## src/rtl/irqc_pkg.sv

```systemverilog
package irqc_pkg;
  localparam int unsigned LVL_W    = 2;
  localparam int unsigned FLD_W    = 2;
  localparam int unsigned NMI_CNT  = 4;
  localparam logic [LVL_W-1:0] LVL_NMI = 2'd3;

  localparam int unsigned SRC_RESET   = 0;
  localparam int unsigned SRC_STACK   = 1;
  localparam int unsigned SRC_ILLEGAL = 2;
  localparam int unsigned SRC_TRAP    = 3;

  typedef enum logic [FLD_W-1:0] {
    FLD_OFF = 2'b00,
    FLD_L0  = 2'b01,
    FLD_L1  = 2'b10,
    FLD_L2  = 2'b11
  } prio_fld_e;
endpackage

```

## src/rtl/irqc_fld_decode.sv

```systemverilog
module irqc_fld_decode
  import irqc_pkg::*;
(
  input  logic [FLD_W-1:0] fld,
  output logic             en,
  output logic [LVL_W-1:0] lvl
);
  always_comb begin
    en  = 1'b1;
    lvl = '0;
    unique case (prio_fld_e'(fld))
      FLD_OFF: begin en = 1'b0; lvl = '0;    end
      FLD_L0:  lvl = 2'd0;
      FLD_L1:  lvl = 2'd1;
      FLD_L2:  lvl = 2'd2;
      default: begin en = 1'b0; lvl = '0;    end
    endcase
  end
endmodule

```

## src/rtl/irqc_ext_line.sv

```systemverilog
module irqc_ext_line (
  input  logic clk,
  input  logic rst_n,
  input  logic line_n,
  input  logic edge_mode,
  input  logic ack_hit,
  output logic req,
  output logic pending
);
  logic samp_q, prev_q, pend_q;
  logic pend_d, fall;

  assign fall = prev_q & ~samp_q;

  always_comb begin
    if (edge_mode) pend_d = fall | (pend_q & ~ack_hit);
    else           pend_d = 1'b0;
  end

  always_ff @(posedge clk or negedge rst_n) begin
    if (!rst_n) begin
      samp_q <= 1'b1;
      prev_q <= 1'b1;
      pend_q <= 1'b0;
    end else begin
      samp_q <= line_n;
      prev_q <= samp_q;
      pend_q <= pend_d;
    end
  end

  assign req     = edge_mode ? pend_q : ~samp_q;
  assign pending = req;

  // a sampled falling edge in edge mode is latched
  p_edge_latch_r3: assert property (@(posedge clk) disable iff (!rst_n)
    (edge_mode && prev_q && !samp_q) |=> pend_q);
  // level mode keeps nothing latched
  p_level_nolatch_r2: assert property (@(posedge clk) disable iff (!rst_n)
    !edge_mode |=> !pend_q);
endmodule

```

## src/rtl/irqc_arbiter.sv

```systemverilog
module irqc_arbiter
  import irqc_pkg::*;
#(
  parameter int unsigned NSRC  = 9,
  parameter int unsigned VEC_W = 4
) (
  input  logic [NSRC-1:0]       act,
  input  logic [NSRC*LVL_W-1:0] lvl_flat,
  input  logic [LVL_W-1:0]      mask,
  output logic                  grant,
  output logic [VEC_W-1:0]      win_idx,
  output logic [LVL_W-1:0]      win_lvl
);
  logic [LVL_W-1:0] lvl_arr [NSRC];
  logic             found;

  for (genvar g = 0; g < NSRC; g++) begin : g_slice
    assign lvl_arr[g] = lvl_flat[g*LVL_W +: LVL_W];
  end

  always_comb begin
    found   = 1'b0;
    win_lvl = '0;
    win_idx = '0;
    for (int i = NSRC - 1; i >= 0; i--) begin
      if (act[i] && (!found || lvl_arr[i] >= win_lvl)) begin
        found   = 1'b1;
        win_lvl = lvl_arr[i];
        win_idx = VEC_W'(i);
      end
    end
  end

  assign grant = found && (win_lvl >= mask);
endmodule

```

## src/rtl/irqc_top.sv

```systemverilog
module irqc_top
  import irqc_pkg::*;
#(
  parameter int unsigned N_EXT = 3,
  parameter int unsigned N_PER = 2,
  localparam int unsigned N_MSK   = N_EXT + N_PER,
  localparam int unsigned NSRC    = NMI_CNT + N_MSK,
  localparam int unsigned VEC_W   = $clog2(NSRC),
  localparam int unsigned EXT_BASE = NMI_CNT,
  localparam int unsigned PER_BASE = NMI_CNT + N_EXT
) (
  input  logic                   clk,
  input  logic                   rst_n,
  input  logic [N_MSK*FLD_W-1:0] cfg_level,
  input  logic [N_EXT-1:0]       cfg_edge,
  input  logic [N_EXT-1:0]       ext_req_n,
  input  logic [N_PER-1:0]       periph_req,
  input  logic                   reset_req,
  input  logic                   illegal_req,
  input  logic                   trap_req,
  input  logic                   stack_err_set,
  input  logic                   sp_write,
  input  logic [LVL_W-1:0]       cpu_mask,
  input  logic                   ack,
  input  logic [VEC_W-1:0]       ack_vector,
  output logic                   irq_valid,
  output logic [VEC_W-1:0]       irq_vector,
  output logic [LVL_W-1:0]       irq_level,
  output logic [N_EXT-1:0]       ext_pending,
  output logic                   stack_err_flag
);
  logic [NSRC-1:0]       src_act;
  logic [NSRC*LVL_W-1:0] src_lvl;
  logic [N_MSK-1:0]      fld_en;
  logic [LVL_W-1:0]      fld_lvl [N_MSK];
  logic [N_EXT-1:0]      ext_req;

  logic stk_q, stk_d, ill_q, ill_d, trap_q, trap_d;
  logic grant;
  logic [VEC_W-1:0] win_idx;
  logic [LVL_W-1:0] win_lvl;
  logic             valid_d;
  logic [VEC_W-1:0] vec_d;
  logic [LVL_W-1:0] lvl_d;

  // field decoders for every maskable source
  for (genvar k = 0; k < N_MSK; k++) begin : g_fld
    irqc_fld_decode i_dec (
      .fld (cfg_level[k*FLD_W +: FLD_W]),
      .en  (fld_en[k]),
      .lvl (fld_lvl[k])
    );
  end

  // external lines
  for (genvar e = 0; e < N_EXT; e++) begin : g_ext
    logic ack_hit;
    assign ack_hit = ack && (ack_vector == VEC_W'(EXT_BASE + e));
    irqc_ext_line i_line (
      .clk       (clk),
      .rst_n     (rst_n),
      .line_n    (ext_req_n[e]),
      .edge_mode (cfg_edge[e]),
      .ack_hit   (ack_hit),
      .req       (ext_req[e]),
      .pending   (ext_pending[e])
    );
    assign src_act[EXT_BASE+e] = fld_en[e] & ext_req[e];
    assign src_lvl[(EXT_BASE+e)*LVL_W +: LVL_W] = fld_lvl[e];
  end

  // peripheral sources, level-sensitive
  for (genvar p = 0; p < N_PER; p++) begin : g_per
    assign src_act[PER_BASE+p] = fld_en[N_EXT+p] & periph_req[p];
    assign src_lvl[(PER_BASE+p)*LVL_W +: LVL_W] = fld_lvl[N_EXT+p];
  end

  // non-maskable tier
  always_comb begin
    stk_d  = stack_err_set | (stk_q & ~sp_write);
    ill_d  = illegal_req | (ill_q  & ~(ack && ack_vector == VEC_W'(SRC_ILLEGAL)));
    trap_d = trap_req    | (trap_q & ~(ack && ack_vector == VEC_W'(SRC_TRAP)));
  end

  always_ff @(posedge clk or negedge rst_n) begin
    if (!rst_n) begin
      stk_q  <= 1'b0;
      ill_q  <= 1'b0;
      trap_q <= 1'b0;
    end else begin
      stk_q  <= stk_d;
      ill_q  <= ill_d;
      trap_q <= trap_d;
    end
  end

  assign src_act[SRC_RESET]   = reset_req;
  assign src_act[SRC_STACK]   = stk_q;
  assign src_act[SRC_ILLEGAL] = ill_q;
  assign src_act[SRC_TRAP]    = trap_q;
  for (genvar n = 0; n < NMI_CNT; n++) begin : g_nmi
    assign src_lvl[n*LVL_W +: LVL_W] = LVL_NMI;
  end

  irqc_arbiter #(.NSRC(NSRC), .VEC_W(VEC_W)) i_arb (
    .act      (src_act),
    .lvl_flat (src_lvl),
    .mask     (cpu_mask),
    .grant    (grant),
    .win_idx  (win_idx),
    .win_lvl  (win_lvl)
  );

  always_comb begin
    valid_d = grant;
    vec_d   = grant ? win_idx : '0;
    lvl_d   = grant ? win_lvl : '0;
  end

  always_ff @(posedge clk or negedge rst_n) begin
    if (!rst_n) begin
      irq_valid  <= 1'b0;
      irq_vector <= '0;
      irq_level  <= '0;
    end else begin
      irq_valid  <= valid_d;
      irq_vector <= vec_d;
      irq_level  <= lvl_d;
    end
  end

  assign stack_err_flag = stk_q;

  // flag survives every cycle without a stack-pointer write
  p_stack_sticky_r8: assert property (@(posedge clk) disable iff (!rst_n)
    (stack_err_flag && !sp_write) |=> stack_err_flag);
  // reset request is granted at level 3 regardless of mask
  p_nmi_bypass_r6: assert property (@(posedge clk) disable iff (!rst_n)
    reset_req |=> (irq_valid && irq_level == LVL_NMI));
  // a granted request is never below the mask it was judged against
  p_mask_geq_r5: assert property (@(posedge clk) disable iff (!rst_n)
    irq_valid |-> (irq_level >= $past(cpu_mask)));
  // idle outputs read zero
  p_idle_zero_r10: assert property (@(posedge clk) disable iff (!rst_n)
    !irq_valid |-> (irq_vector == '0 && irq_level == '0));
endmodule

```

## config.mk

```make
export PLATFORM = sky130hd
export DESIGN_NAME = irqc_top
export DESIGN_NICKNAME = d
export VERILOG_FILES = /design/src/rtl/irqc_pkg.sv /design/src/rtl/irqc_fld_decode.sv /design/src/rtl/irqc_ext_line.sv /design/src/rtl/irqc_arbiter.sv /design/src/rtl/irqc_top.sv
export SDC_FILE = /design/constraint.sdc
export NUM_CORES = 1
export LEC_CHECK = 0
export BUFFER_PORTS_ARGS = -buffer_cell sky130_fd_sc_hd__buf_2
export CORE_AREA = 2 2 81 75
export DETAILED_ROUTE_END_ITERATION = 8
export DIE_AREA = 0 0 83 77
export PLACE_DENSITY_LB_ADDON = 0.12
export RECOVER_POWER = 25
export SETUP_SLACK_MARGIN = 0.02
export SYNTH_ARGS = -nofsm -noshare
export SYNTH_HDL_FRONTEND = slang
export SYNTH_SLANG_ARGS = --single-unit
```

## constraint.sdc

```tcl
create_clock -name clk -period 5.3 [get_ports clk]
set_input_delay 0.795 -clock clk [delete_from_list [all_inputs] [get_ports clk]]
set_output_delay 0.795 -clock clk [all_outputs]
set_load 0.1 [all_outputs]
```

==> flow_metrics.env <==
export IMPL_setup_viol=7
export IMPL_synth_async_reset_ratio=1.00
export IMPL_dpl_instance_area_mm2=0.00196
export IMPL_vias_per_cell=4.49
export IMPL_power_w=0.000464
export IMPL_start_kind="input port"
export IMPL_htreeDepth=1
export IMPL_syn_num_nets=183
export IMPL_num_antenna_cells=0
export IMPL_vdd_ir_drop_max_mv=0.132
export IMPL_synth_avg_cell_area_um2=9.57
export IMPL_synth_area_leaders="dfrtp_1 (24%), dfstp_2 (12%), ha_1 (9.3%)"
export IMPL_fin_ws_ps=-111
export IMPL_layout_drive_gt1_share=0.584
export IMPL_first_global_vias=1382
export IMPL_finalHoldViolCount=0
export IMPL_die_h_um=77
export IMPL_clk_insertion_delay_late_ps=250
export IMPL_firstDrtPassIters=4
export IMPL_cp_common_cell="nand2b_4"
export IMPL_tightest_slew_ps=998
export IMPL_gp_congestion=0.783
export IMPL_clockBufferDepth=2
export IMPL_hp_start="g_ext[2].i_line.samp_q"
export IMPL_ys_seq_area_frac=0.358
export IMPL_leakage_nw=1.00
export IMPL_grt_max_degree=20
export IMPL_outcome="finished with violations"
export IMPL_synth_top_area_share=0.241
export IMPL_path_class="input port to register"
export IMPL_coreArea_mm2=0.00556
export IMPL_postSynthRegisterBits=19
export IMPL_vias=1328
export IMPL_yosys_warnings=0
export IMPL_place_hpwl_um=2900
export IMPL_violations="setup timing"
export IMPL_finalSetupTns_ps=-347
export IMPL_post_route_period_util=1.02
export IMPL_stdcell_area_mm2=0.00220
export IMPL_cts_made_buffers=3
export IMPL_slowest_stage="ha_4"
export IMPL_areaGrowthSynthToFinish_pct=63.0
export IMPL_skew_ps=0.987
export IMPL_fin_nets=269
export IMPL_grt_pass1_wl_um=6180
export IMPL_io_pins=43
export IMPL_rows=26
export IMPL_ant_nets=0
export IMPL_antenna_found_initial=0
export IMPL_root_buffer="clkbuf_8"
export IMPL_final_util=0.395
export IMPL_synth_distinct_cells=41
export IMPL_maxSlewViolCount=0
export IMPL_die_area_mm2=0.00639
export IMPL_arrival_ps=5560
export IMPL_whs_path_depth=0
export IMPL_syn_inst=141
export IMPL_totalWireLength_um=3550
export IMPL_fin_crit_ps=5410
export IMPL_drt_iter0_markers=42
export IMPL_syn_cell_area_mm2=0.00135
export IMPL_cp_max_fo=5
export IMPL_dieWidth_um=83
export IMPL_hold_buffers=0
export IMPL_hold_class="register to register"
export IMPL_clock_fmax_mhz=185
export IMPL_rsz0062_at_grt="yes"
export IMPL_initial_core_util=0.242
export IMPL_synth_edf_count=0
export IMPL_r2r_start="g_ext[2].i_line.samp_q"
export IMPL_r2r_worst_path_cells=23
export IMPL_synth_area_leader_cell="dfrtp_1"
export IMPL_gr_total_overflow=0
export IMPL_slowest_delay_ps=270
export IMPL_rrSetupSlack_ps=1040
export IMPL_grt_total_usage=0.117
export IMPL_io_buffers=42
export IMPL_cts_num_sinks=19
export IMPL_cp_end_kind="register"
export IMPL_ys_flop_type="dfrtp_1"
export IMPL_power_density_mw_per_mm2=211
export IMPL_cap_violations=0
export IMPL_r2r_end="irq_vector[3]"
export IMPL_drc_errors=0
export IMPL_hold_end="g_ext[2].i_line.prev_q"
export IMPL_cts_tree="done"
export IMPL_slew_headroom=0.334
export IMPL_crit_required_ps=5450
export IMPL_wire_per_inst_um=12.0
export IMPL_clkTransAtPathRegs_ps=70
worst max-delay path, delay by kind of cell:
kind                     cells  cell delay (ps)
buffers and inverters        3              320
AO/OA/AOI/OAI               14             1940
AND/OR/NAND/NOR              9             1220
adder cells (fa/ha/maj)      5             1270
flip-flops by register name, summed over array words and instances (netlist names):
signal	cells
ill_q	1
irq_level	2
g_ext.i_line.pend_q	3
stack_err_flag	1
trap_q	1
irq_vector	4
g_ext.i_line.samp_q	3
g_ext.i_line.prev_q	3
irq_valid	1
metrics by stage:
step                hold slack, ps  instances  setup slack [ps]
detailed placement             364        277              -618
finish                         378        296              -111
floorplan                      356        141              -160
CTS                            375        296              -299
global route                   393        296              -423
global placement               360        277              -540
metal layers:
layer / vias to the layer above / global-route usage / share of wire
li1: 675 / - / -
met2: 28 / 0.202 / 0.49
met4: 0 / 0.0246 / 0.0045
met3: 2 / 0.0258 / 0.045
met5: - / 0 / 0
met1: 623 / 0.149 / 0.46
worst max path at each step:
stage                        startpoint       endpoint  slack (ps)  cells after the start
final                      cfg_level[6]  irq_vector[3]        -110                     31
after global routing       cfg_level[6]  irq_vector[3]        -420                     31
after CTS                  cfg_level[6]  irq_vector[3]        -300                     31
after detailed placement  periph_req[1]  irq_vector[1]        -620                     30
after global placement    periph_req[1]  irq_vector[1]        -540                     30
after floorplan            cfg_level[6]  irq_vector[3]        -160                     30
cell type report:
| class | count | area (um^2) |
|---|---|---|
| Tap cell | 70 | 87.6 |
| Fill cell | 564 | 3360 |
| Multi-Input combinational cell | 114 | 1030 |
| Clock buffer | 4 | 45.0 |
| Timing Repair Buffer | 84 | 536 |
| Sequential cell | 19 | 483 |
| Inverter | 5 | 18.8 |
where the power goes:
| part | switching, W | internal (W) | leakage, nW |
|---|---|---|---|
| clock network | 0.0000453 | 0.0000533 | 0.0228 |
| registers | 0.00000388 | 0.000153 | 0.215 |
| logic | 0.000109 | 0.0000997 | 0.763 |
cell usage after synthesis (2+ instances only):
| cell | instances |
|---|---|
| a21boi_0 | 3 |
| a21o_1 | 4 |
| a21oi_1 | 8 |
| a31o_2 | 2 |
| a31oi_1 | 3 |
| and2_1 | 6 |
| and3_1 | 2 |
| buf_4 | 3 |
| dfrtp_1 | 13 |
| dfstp_2 | 6 |
| ha_1 | 10 |
| inv_1 | 5 |
| nand2_1 | 8 |
| nand2b_1 | 15 |
| nand3_1 | 2 |
| nand3b_1 | 3 |
| nor2_1 | 11 |
| nor2b_1 | 3 |
| nor4_2 | 2 |
| o21ai_0 | 5 |
| o21ai_2 | 4 |
| o21bai_1 | 2 |
| o31a_1 | 2 |
| or3b_2 | 2 |
placed cells by master, fill, tap and decap left out, drive strengths merged, types with 3 or more instances in the layout:
| cell | n |
|---|---|
| a21boi | 4 |
| a21o | 4 |
| a21oi | 9 |
| a31oi | 3 |
| and2 | 7 |
| buf | 83 |
| clkbuf | 5 |
| dfrtp | 13 |
| dfstp | 6 |
| ha | 10 |
| inv | 5 |
| nand2 | 8 |
| nand2b | 15 |
| nand3b | 3 |
| nor2 | 11 |
| nor2b | 4 |
| nor4 | 3 |
| o21ai | 9 |
cell families (layout without fill, tap and decap cells):
family                   after synthesis  count (layout)  synth area share
buffers and inverters                  8              93            0.0306
flip-flops                            19              19             0.358
AO/OA/AOI/OAI                         42              42             0.236
multiplexers                           1               1           0.00742
adder cells (fa/ha/maj)               10              10            0.0928
AND/OR/NAND/NOR                       61              61             0.276
what timing repair did:
item	in CTS	in global routing
setup endpoints to repair	7	7
resized for setup	9	8
pin swaps	14	11
gates cloned	0	0
buffers inserted	16	0
Power figures use the tool's default switching activity.
